**src/rtl/i2cs_pkg.sv**
```systemverilog
package i2cs_pkg;
  localparam int AFIELD_W = 11;
  localparam int BYTE_W   = 8;

  typedef enum logic [1:0] {
    SEQ_WR   = 2'd0,
    SEQ_RD   = 2'd1,
    SEQ_WRRD = 2'd2,
    SEQ_WRWR = 2'd3
  } seq_e;

  typedef enum logic [2:0] {
    OP_NONE   = 3'd0,
    OP_START  = 3'd1,
    OP_RSTART = 3'd2,
    OP_WRITE  = 3'd3,
    OP_READ   = 3'd4,
    OP_STOP   = 3'd5
  } op_e;

  typedef enum logic [2:0] {
    S_IDLE, S_START, S_AHI, S_ALO, S_XFER, S_RST, S_RADR, S_STOP
  } state_e;

  localparam logic signed [2:0] ST_BUSY   = 3'sd1;
  localparam logic signed [2:0] ST_DONE   = 3'sd0;
  localparam logic signed [2:0] ST_NACK   = -3'sd1;
  localparam logic signed [2:0] ST_BUSERR = -3'sd2;
  localparam logic signed [2:0] ST_ARB    = -3'sd3;
  localparam logic signed [2:0] ST_USAGE  = -3'sd4;
endpackage

```
**src/rtl/i2cs_addr_fmt.sv**
```systemverilog
module i2cs_addr_fmt
  import i2cs_pkg::*;
(
  input  logic [AFIELD_W-2:0] addr_bits,
  input  logic                ten,
  input  logic                rw,
  input  logic                lo_sel,
  output logic [BYTE_W-1:0]   abyte
);
  always_comb begin
    if (lo_sel)   abyte = addr_bits[7:0];
    else if (ten) abyte = {5'b11110, addr_bits[9:8], rw};
    else          abyte = {addr_bits[6:0], rw};
  end
endmodule

```
**src/rtl/i2cs_byte_ctr.sv**
```systemverilog
module i2cs_byte_ctr #(
  parameter int LEN_W = 8
) (
  input  logic             clk,
  input  logic             rst,
  input  logic             load,
  input  logic [LEN_W-1:0] load_val,
  input  logic             dec,
  output logic             last
);
  logic [LEN_W-1:0] cnt;

  always_ff @(posedge clk) begin
    if (rst)                  cnt <= '0;
    else if (load)            cnt <= load_val;
    else if (dec && cnt != 0) cnt <= cnt - 1'b1;
  end

  assign last = (cnt == LEN_W'(1));
endmodule

```
**src/rtl/i2c_xfer_seq.sv**
```systemverilog
module i2c_xfer_seq
  import i2cs_pkg::*;
#(
  parameter int LEN_W = 8
) (
  input  logic                    clk,
  input  logic                    rst,
  input  logic                    cmd_go,
  input  logic [1:0]              cmd_seq,
  input  logic                    cmd_ten_bit,
  input  logic [10:0]             cmd_addr,
  input  logic [LEN_W-1:0]        cmd_len0,
  input  logic [LEN_W-1:0]        cmd_len1,
  input  logic [7:0]              wr_data,
  input  logic                    wr_valid,
  output logic                    wr_ready,
  output logic [7:0]              rd_data,
  output logic                    rd_valid,
  output logic signed [2:0]       status,
  output logic                    eng_req,
  output logic [2:0]              eng_op,
  output logic [7:0]              eng_wdata,
  output logic                    eng_rack,
  input  logic                    eng_done,
  input  logic                    eng_nack,
  input  logic                    eng_arb_lost,
  input  logic                    eng_bus_err,
  input  logic [7:0]              eng_rdata
);
  state_e               st;
  seq_e                 seq;
  logic                 ten, pend, ph;
  logic [AFIELD_W-2:0]  abits;
  logic [LEN_W-1:0]     len0, len1;
  logic signed [2:0]    err;
  logic                 unused_addr_lsb;

  logic                 rd_dir, done_ok, wnack, enter, ab_trig, ab_ww;
  logic                 ld0, ld1, ctr_load, ctr_dec, ctr_last;
  logic [LEN_W-1:0]     ctr_val;
  state_e               ab_next;
  logic [7:0]           abyte;
  logic                 usage_bad;

  assign unused_addr_lsb = cmd_addr[0];

  // Decode of the current step
  always_comb begin
    rd_dir   = (seq == SEQ_RD) || (seq == SEQ_WRRD && ph);
    done_ok  = pend && eng_done && !eng_arb_lost && !eng_bus_err;
    wnack    = eng_nack && !(st == S_XFER && rd_dir);
    enter    = done_ok && !wnack && ((st == S_AHI && !ten) || st == S_ALO);
    ab_trig  = (enter && len0 == 0) ||
               (done_ok && st == S_XFER && ctr_last && !wnack);
    ab_ww    = !ph && seq == SEQ_WRWR && len1 != 0;
    ld0      = enter && len0 != 0;
    ld1      = (done_ok && st == S_RADR && !wnack) || (ab_trig && ab_ww);
    ctr_load = ld0 || ld1;
    ctr_val  = ld0 ? len0 : len1;
    ctr_dec  = done_ok && st == S_XFER;
    if (!ph && seq == SEQ_WRRD) ab_next = S_RST;
    else if (ab_ww)             ab_next = S_XFER;
    else                        ab_next = S_STOP;
    wr_ready  = (st == S_XFER) && !rd_dir && !pend;
    usage_bad = (cmd_seq == 2'd1 && cmd_len0 == 0) ||
                (cmd_seq == 2'd2 && cmd_len1 == 0);
  end

  i2cs_addr_fmt u_fmt (
    .addr_bits (abits),
    .ten       (ten),
    .rw        ((st == S_RADR) || (seq == SEQ_RD)),
    .lo_sel    (st == S_ALO),
    .abyte     (abyte)
  );

  i2cs_byte_ctr #(.LEN_W(LEN_W)) u_ctr (
    .clk      (clk),
    .rst      (rst),
    .load     (ctr_load),
    .load_val (ctr_val),
    .dec      (ctr_dec),
    .last     (ctr_last)
  );

  always_ff @(posedge clk) begin
    if (rst) begin
      st        <= S_IDLE;
      seq       <= SEQ_WR;
      ten       <= 1'b0;
      abits     <= '0;
      len0      <= '0;
      len1      <= '0;
      pend      <= 1'b0;
      ph        <= 1'b0;
      err       <= ST_DONE;
      status    <= ST_DONE;
      eng_req   <= 1'b0;
      eng_op    <= OP_NONE;
      eng_wdata <= '0;
      eng_rack  <= 1'b0;
      rd_valid  <= 1'b0;
      rd_data   <= '0;
    end else begin
      eng_req  <= 1'b0;
      rd_valid <= 1'b0;
      if (ld1) ph <= 1'b1;
      if (st == S_IDLE) begin
        if (cmd_go) begin
          seq   <= seq_e'(cmd_seq);
          ten   <= cmd_ten_bit;
          abits <= cmd_addr[AFIELD_W-1:1];
          len0  <= cmd_len0;
          len1  <= cmd_len1;
          ph    <= 1'b0;
          err   <= ST_DONE;
          if (usage_bad) status <= ST_USAGE;
          else begin
            status <= ST_BUSY;
            st     <= S_START;
          end
        end
      end else if (!pend) begin
        // Issue the operation that belongs to this step
        case (st)
          S_START: begin eng_op <= OP_START;  eng_req <= 1'b1; pend <= 1'b1; end
          S_RST:   begin eng_op <= OP_RSTART; eng_req <= 1'b1; pend <= 1'b1; end
          S_STOP:  begin eng_op <= OP_STOP;   eng_req <= 1'b1; pend <= 1'b1; end
          S_AHI, S_ALO, S_RADR: begin
            eng_op    <= OP_WRITE;
            eng_wdata <= abyte;
            eng_req   <= 1'b1;
            pend      <= 1'b1;
          end
          S_XFER: begin
            if (rd_dir) begin
              eng_op   <= OP_READ;
              eng_rack <= ctr_last;
              eng_req  <= 1'b1;
              pend     <= 1'b1;
            end else if (wr_valid) begin
              eng_op    <= OP_WRITE;
              eng_wdata <= wr_data;
              eng_req   <= 1'b1;
              pend      <= 1'b1;
            end
          end
          default: ;
        endcase
      end else if (eng_done) begin
        pend <= 1'b0;
        if (eng_arb_lost) begin
          status <= ST_ARB;
          st     <= S_IDLE;
        end else if (eng_bus_err) begin
          status <= ST_BUSERR;
          st     <= S_IDLE;
        end else begin
          case (st)
            S_START: st <= S_AHI;
            S_RST:   st <= S_RADR;
            S_AHI, S_ALO, S_RADR: begin
              if (wnack) begin
                err <= ST_NACK;
                st  <= S_STOP;
              end else if (st == S_AHI && ten) st <= S_ALO;
              else if (st == S_RADR)            st <= S_XFER;
              else if (len0 != 0)               st <= S_XFER;
              else                              st <= ab_next;
            end
            S_XFER: begin
              if (rd_dir) begin
                rd_valid <= 1'b1;
                rd_data  <= eng_rdata;
              end
              if (wnack) begin
                err <= ST_NACK;
                st  <= S_STOP;
              end else if (ctr_last) st <= ab_next;
            end
            S_STOP: begin
              status <= err;
              st     <= S_IDLE;
            end
            default: st <= S_IDLE;
          endcase
        end
      end
    end
  end
endmodule

```
**config.mk**
```make
export PLATFORM = sky130hd
export DESIGN_NAME = i2c_xfer_seq
export DESIGN_NICKNAME = d
export VERILOG_FILES = /design/src/rtl/i2cs_pkg.sv /design/src/rtl/i2cs_addr_fmt.sv /design/src/rtl/i2cs_byte_ctr.sv /design/src/rtl/i2c_xfer_seq.sv
export SDC_FILE = /design/constraint.sdc
export NUM_CORES = 1
export LEC_CHECK = 0
export BUFFER_PORTS_ARGS = -buffer_cell sky130_fd_sc_hd__buf_2
export CAP_MARGIN = 0
export CORE_MARGIN = 2
export CORE_UTILIZATION = 49
export CTS_CLUSTER_DIAMETER = 100
export DETAILED_ROUTE_END_ITERATION = 10
export GPL_TIMING_DRIVEN = 0
export PLACE_DENSITY = 0.75
export SLEW_MARGIN = 20
export SYNTH_ARGS = -nofsm -noshare
export SYNTH_HDL_FRONTEND = slang
export SYNTH_SLANG_ARGS = --single-unit
export TNS_END_PERCENT = 20
```
**constraint.sdc**
```tcl
create_clock -name clk -period 1.84 [get_ports clk]
set_input_delay 0.092 -clock clk [delete_from_list [all_inputs] [get_ports clk]]
set_output_delay 0.092 -clock clk [all_outputs]
set_load 0.01 [all_outputs]
```
==> results.toml <==
[clocking]
cts_buffers = 9
htreeDepth = 3
cts.path.max_buffers = 2
cts.sinks = 68
cts-root-buf = "clkbuf_8"
insertion_delay_ps = 350
path_clk_slew_ps = 70
cts_tree = "done"

[status]
violations = "hold timing, setup timing"
status = "finished, violations left"

[finish]
area_growth_pct = 40.3
final_area_sq_um = 4930
nets = 631
layout.cells.non_filler = 675
n_antenna_cell = 0
utilization = 0.717
drive_gt1_frac = 0.288

[worst_hold_path]
holdCritPathClass = "in -> reg"
hold_depth = 3
hp-start = "cmd_len1[7]"

[placement]
placed_area_sq_um = 4040
dp_cells = 626
dpl.hpwl_um = 7710
gp_congestion = 0.950
port_buffers = 77

[floorplan]
die_w_um = 88.6
ios = 80
row_count = 30
core_sq_um = 6870
start_util = 0.511
dieArea_sq_um = 7860
die_h_um = 88.6

[logic_synthesis]
synthFlopType = "dfxtp_1"
synthesis.nets = 509
async_flop_share = 0
ys_top_cells_by_count = "nand2_1 (87), dfxtp_1 (68), a21oi_1 (55)"
synth_seq_area_share = 0.388
ys_top_cells_by_area = "dfxtp_1 (39%), nand2_1 (9.3%), a21oi_1 (7.8%), nor2_1 (3.6%), clkbuf_1 (3.0%)"
synth.ff_latch_count = 68
synth.distinct_cells = 53
syn_area_sq_um = 3510
synth_top_area_frac = 0.388
yosysTopAreaCell = "dfxtp_1"
syn_inst = 453
synth.most_common_cell = "nand2_1"
synth_edf_count = 0
syn-mean-instance-area_sq_um = 7.75
synth_warnings = 0

[timing]
fin_skew_ps = 14.6
hold_violations = 1
worst_pin_slew_ps = 716
layout_setup_ws_ps = -165
drv_slew = 0
fmax_ghz = 0.499
finalHoldWorstSlack_ps = -1.10
fin_crit_sh = 1.09
timing.final.crit_period_ps = 2000
setup_viol = 21
grt_setup_unrepaired = "true"
slew_headroom = 0.519
final.setup.tns_ps = -2180

[setup_path]
r2r-start = "st[1]$_SDFFE_PP0P_"
setup.worst_path.class = "reg -> reg"
reg2reg_slack_ps = -160
arrival_ps = 2230
worstPathRequired_ps = 2070
worstSetupEndpoint = "rd_data[7]$_SDFFE_PP0P_"
reg2reg_to = "rd_data[7]$_SDFFE_PP0P_"
cp-start-kind = "register"
path_max_fanout = 8
end_kind = "register"
crit_chain = "or3b_4 > or3_4 > buf_8 > nor2_4 > buf_12 > mux2i_1 > nor2_1"
cp_slowest_stage_delay_ps = 430
critPathLaunch = "st[1]$_SDFFE_PP0P_"
r2r_cells = 7
critPathSlowestCell = "or3_4"

[global_routing]
grt_pass1_vias = 3680
grt_pass1_wl_um = 17800
grt_overflow_total = 0
antenna_found_initial = 0
grt_usage = 0.292
grt_max_degree = 12

[power_and_ir_drop]
switchingPower_uw = 985
peakVddDrop_mv = 0.561
power_density_nw_per_um2 = 732
p_leak_nw = 1.86
p_seq_frac = 0.442
swShare = 0.273
p_clk_frac = 0.387
power.internal_mw = 2.62
p_comb_frac = 0.171

[routing]
vias = 3932
wl_per_cell_um = 16.7
drt_iter0_drc = 319
drc = 0
dr.pass1.iters = 5
drt.antenna.violating_nets = 0
finalWirelength_um = 11200
viasPerCell = 5.83

[job]
drv_cap = 0
[metal layers]
layer,part of all wire,up-vias,global-route usage
met2,0.47,199,0.467
met4,0.020,0,0.102
met1,0.43,1826,0.400
li1,-,1884,-
met5,0,-,0
met3,0.083,23,0.0485
[registers in the layout, indices dropped and copies added, names as in the netlist, 2 cells and up]
| signal | count |
|---|---|
| status | 3 |
| abits | 10 |
| len0 | 8 |
| eng_wdata | 8 |
| seq | 2 |
| rd_data | 8 |
| u_ctr.cnt | 8 |
| st | 3 |
| len1 | 8 |
| eng_op | 3 |
[final cells by class]
class                   count  area (sq um)
plain buffers              29           164
clock buffers              11           151
clock inverters             4          72.6
fillers                   536          1940
inverters                   6          22.5
multi-input cells         347          2260
flip-flops and latches     68          1370
well taps                  96           120
repair buffers            114           766
[cells by family (layout without fill, tap and decap cells)]
logic type                 after synthesis  after routing  share of synthesized area
DFF                                     68             68                      0.388
and+or+nand+nor                        203            203                      0.287
muxes                                   10             10                     0.0285
xor gates and xnor gates                 6              6                     0.0150
adders and majority gates                2              2                    0.00713
buffers and inverters                   38            164                     0.0435
AOI/OAI and AO/OA                      126            126                      0.231
[layout by cell type, fill, tap and decap left out, types with 7 or more instances in the layout]
cell	synthesis	layout
a211oi_1	13	8
a21boi_0	7	7
a21oi_1	55	53
buf_2	2	78
buf_4	0	11
clkbuf_1	28	15
clkbuf_8	0	12
dfxtp_1	68	64
dlygate4sd3_1	0	26
mux2i_1	10	10
nand2_1	87	85
nand3_1	12	12
nor2_1	34	32
nor3_1	10	8
o211ai_1	7	7
[how the worst min path moves through the flow]
stage	slack [ps]	end
2_1_floorplan	230	abits[7]$_SDFFE_PP0P_
3_3_place_gp	330	rd_data[0]$_SDFFE_PP0P_
3_5_place_dp	340	abits[8]$_SDFFE_PP0P_
4_1_cts	0.08	rd_data[5]$_SDFFE_PP0P_
5_1_grt	6	len1[7]$_SDFFE_PP0P_
6_report	-1	len1[7]$_SDFFE_PP0P_
[critical path: cells and delay by family, from the launching register on]
family,cells,cell delay [ps]
buffers and inverters,2,300
multiplexers,1,200
AND/OR/NAND/NOR,4,1010
flip-flops,1,370
[metrics by stage]
| stage | setup WS (ps) | hold slack, ps | power [mW] |
|---|---|---|---|
| 3_3_place_gp | -577 | 326 | 2.10 |
| 3_5_place_dp | -601 | 341 | 2.12 |
| 2_1_floorplan | -97.5 | 228 | 1.92 |
| 4_1_cts | -163 | 0.0764 | 3.56 |
| 5_1_grt | -226 | 5.91 | 3.74 |
| 6_report | -165 | -1.10 | 3.61 |
[power by group through the flow]
stage | clock [mW] | sequential, mW | combinational, mW
detailed placement | 0 | 1.62 | 0.499
floorplan | 0 | 1.61 | 0.310
CTS | 1.40 | 1.59 | 0.574
global placement | 0 | 1.62 | 0.487
finish | 1.39 | 1.60 | 0.617
global route | 1.46 | 1.60 | 0.671
[timing repair]
item / in CTS / in global routing
resized for setup: 43 / 38
pin swaps: 17 / 10
setup buffers: 9 / 1
hold buffers: 26 / 0
gates cloned: 1 / 0
endpoints found under the setup margin: 64 / 47
hold endpoints to repair: 26 / 0
(Power assumes the default switching activity.)
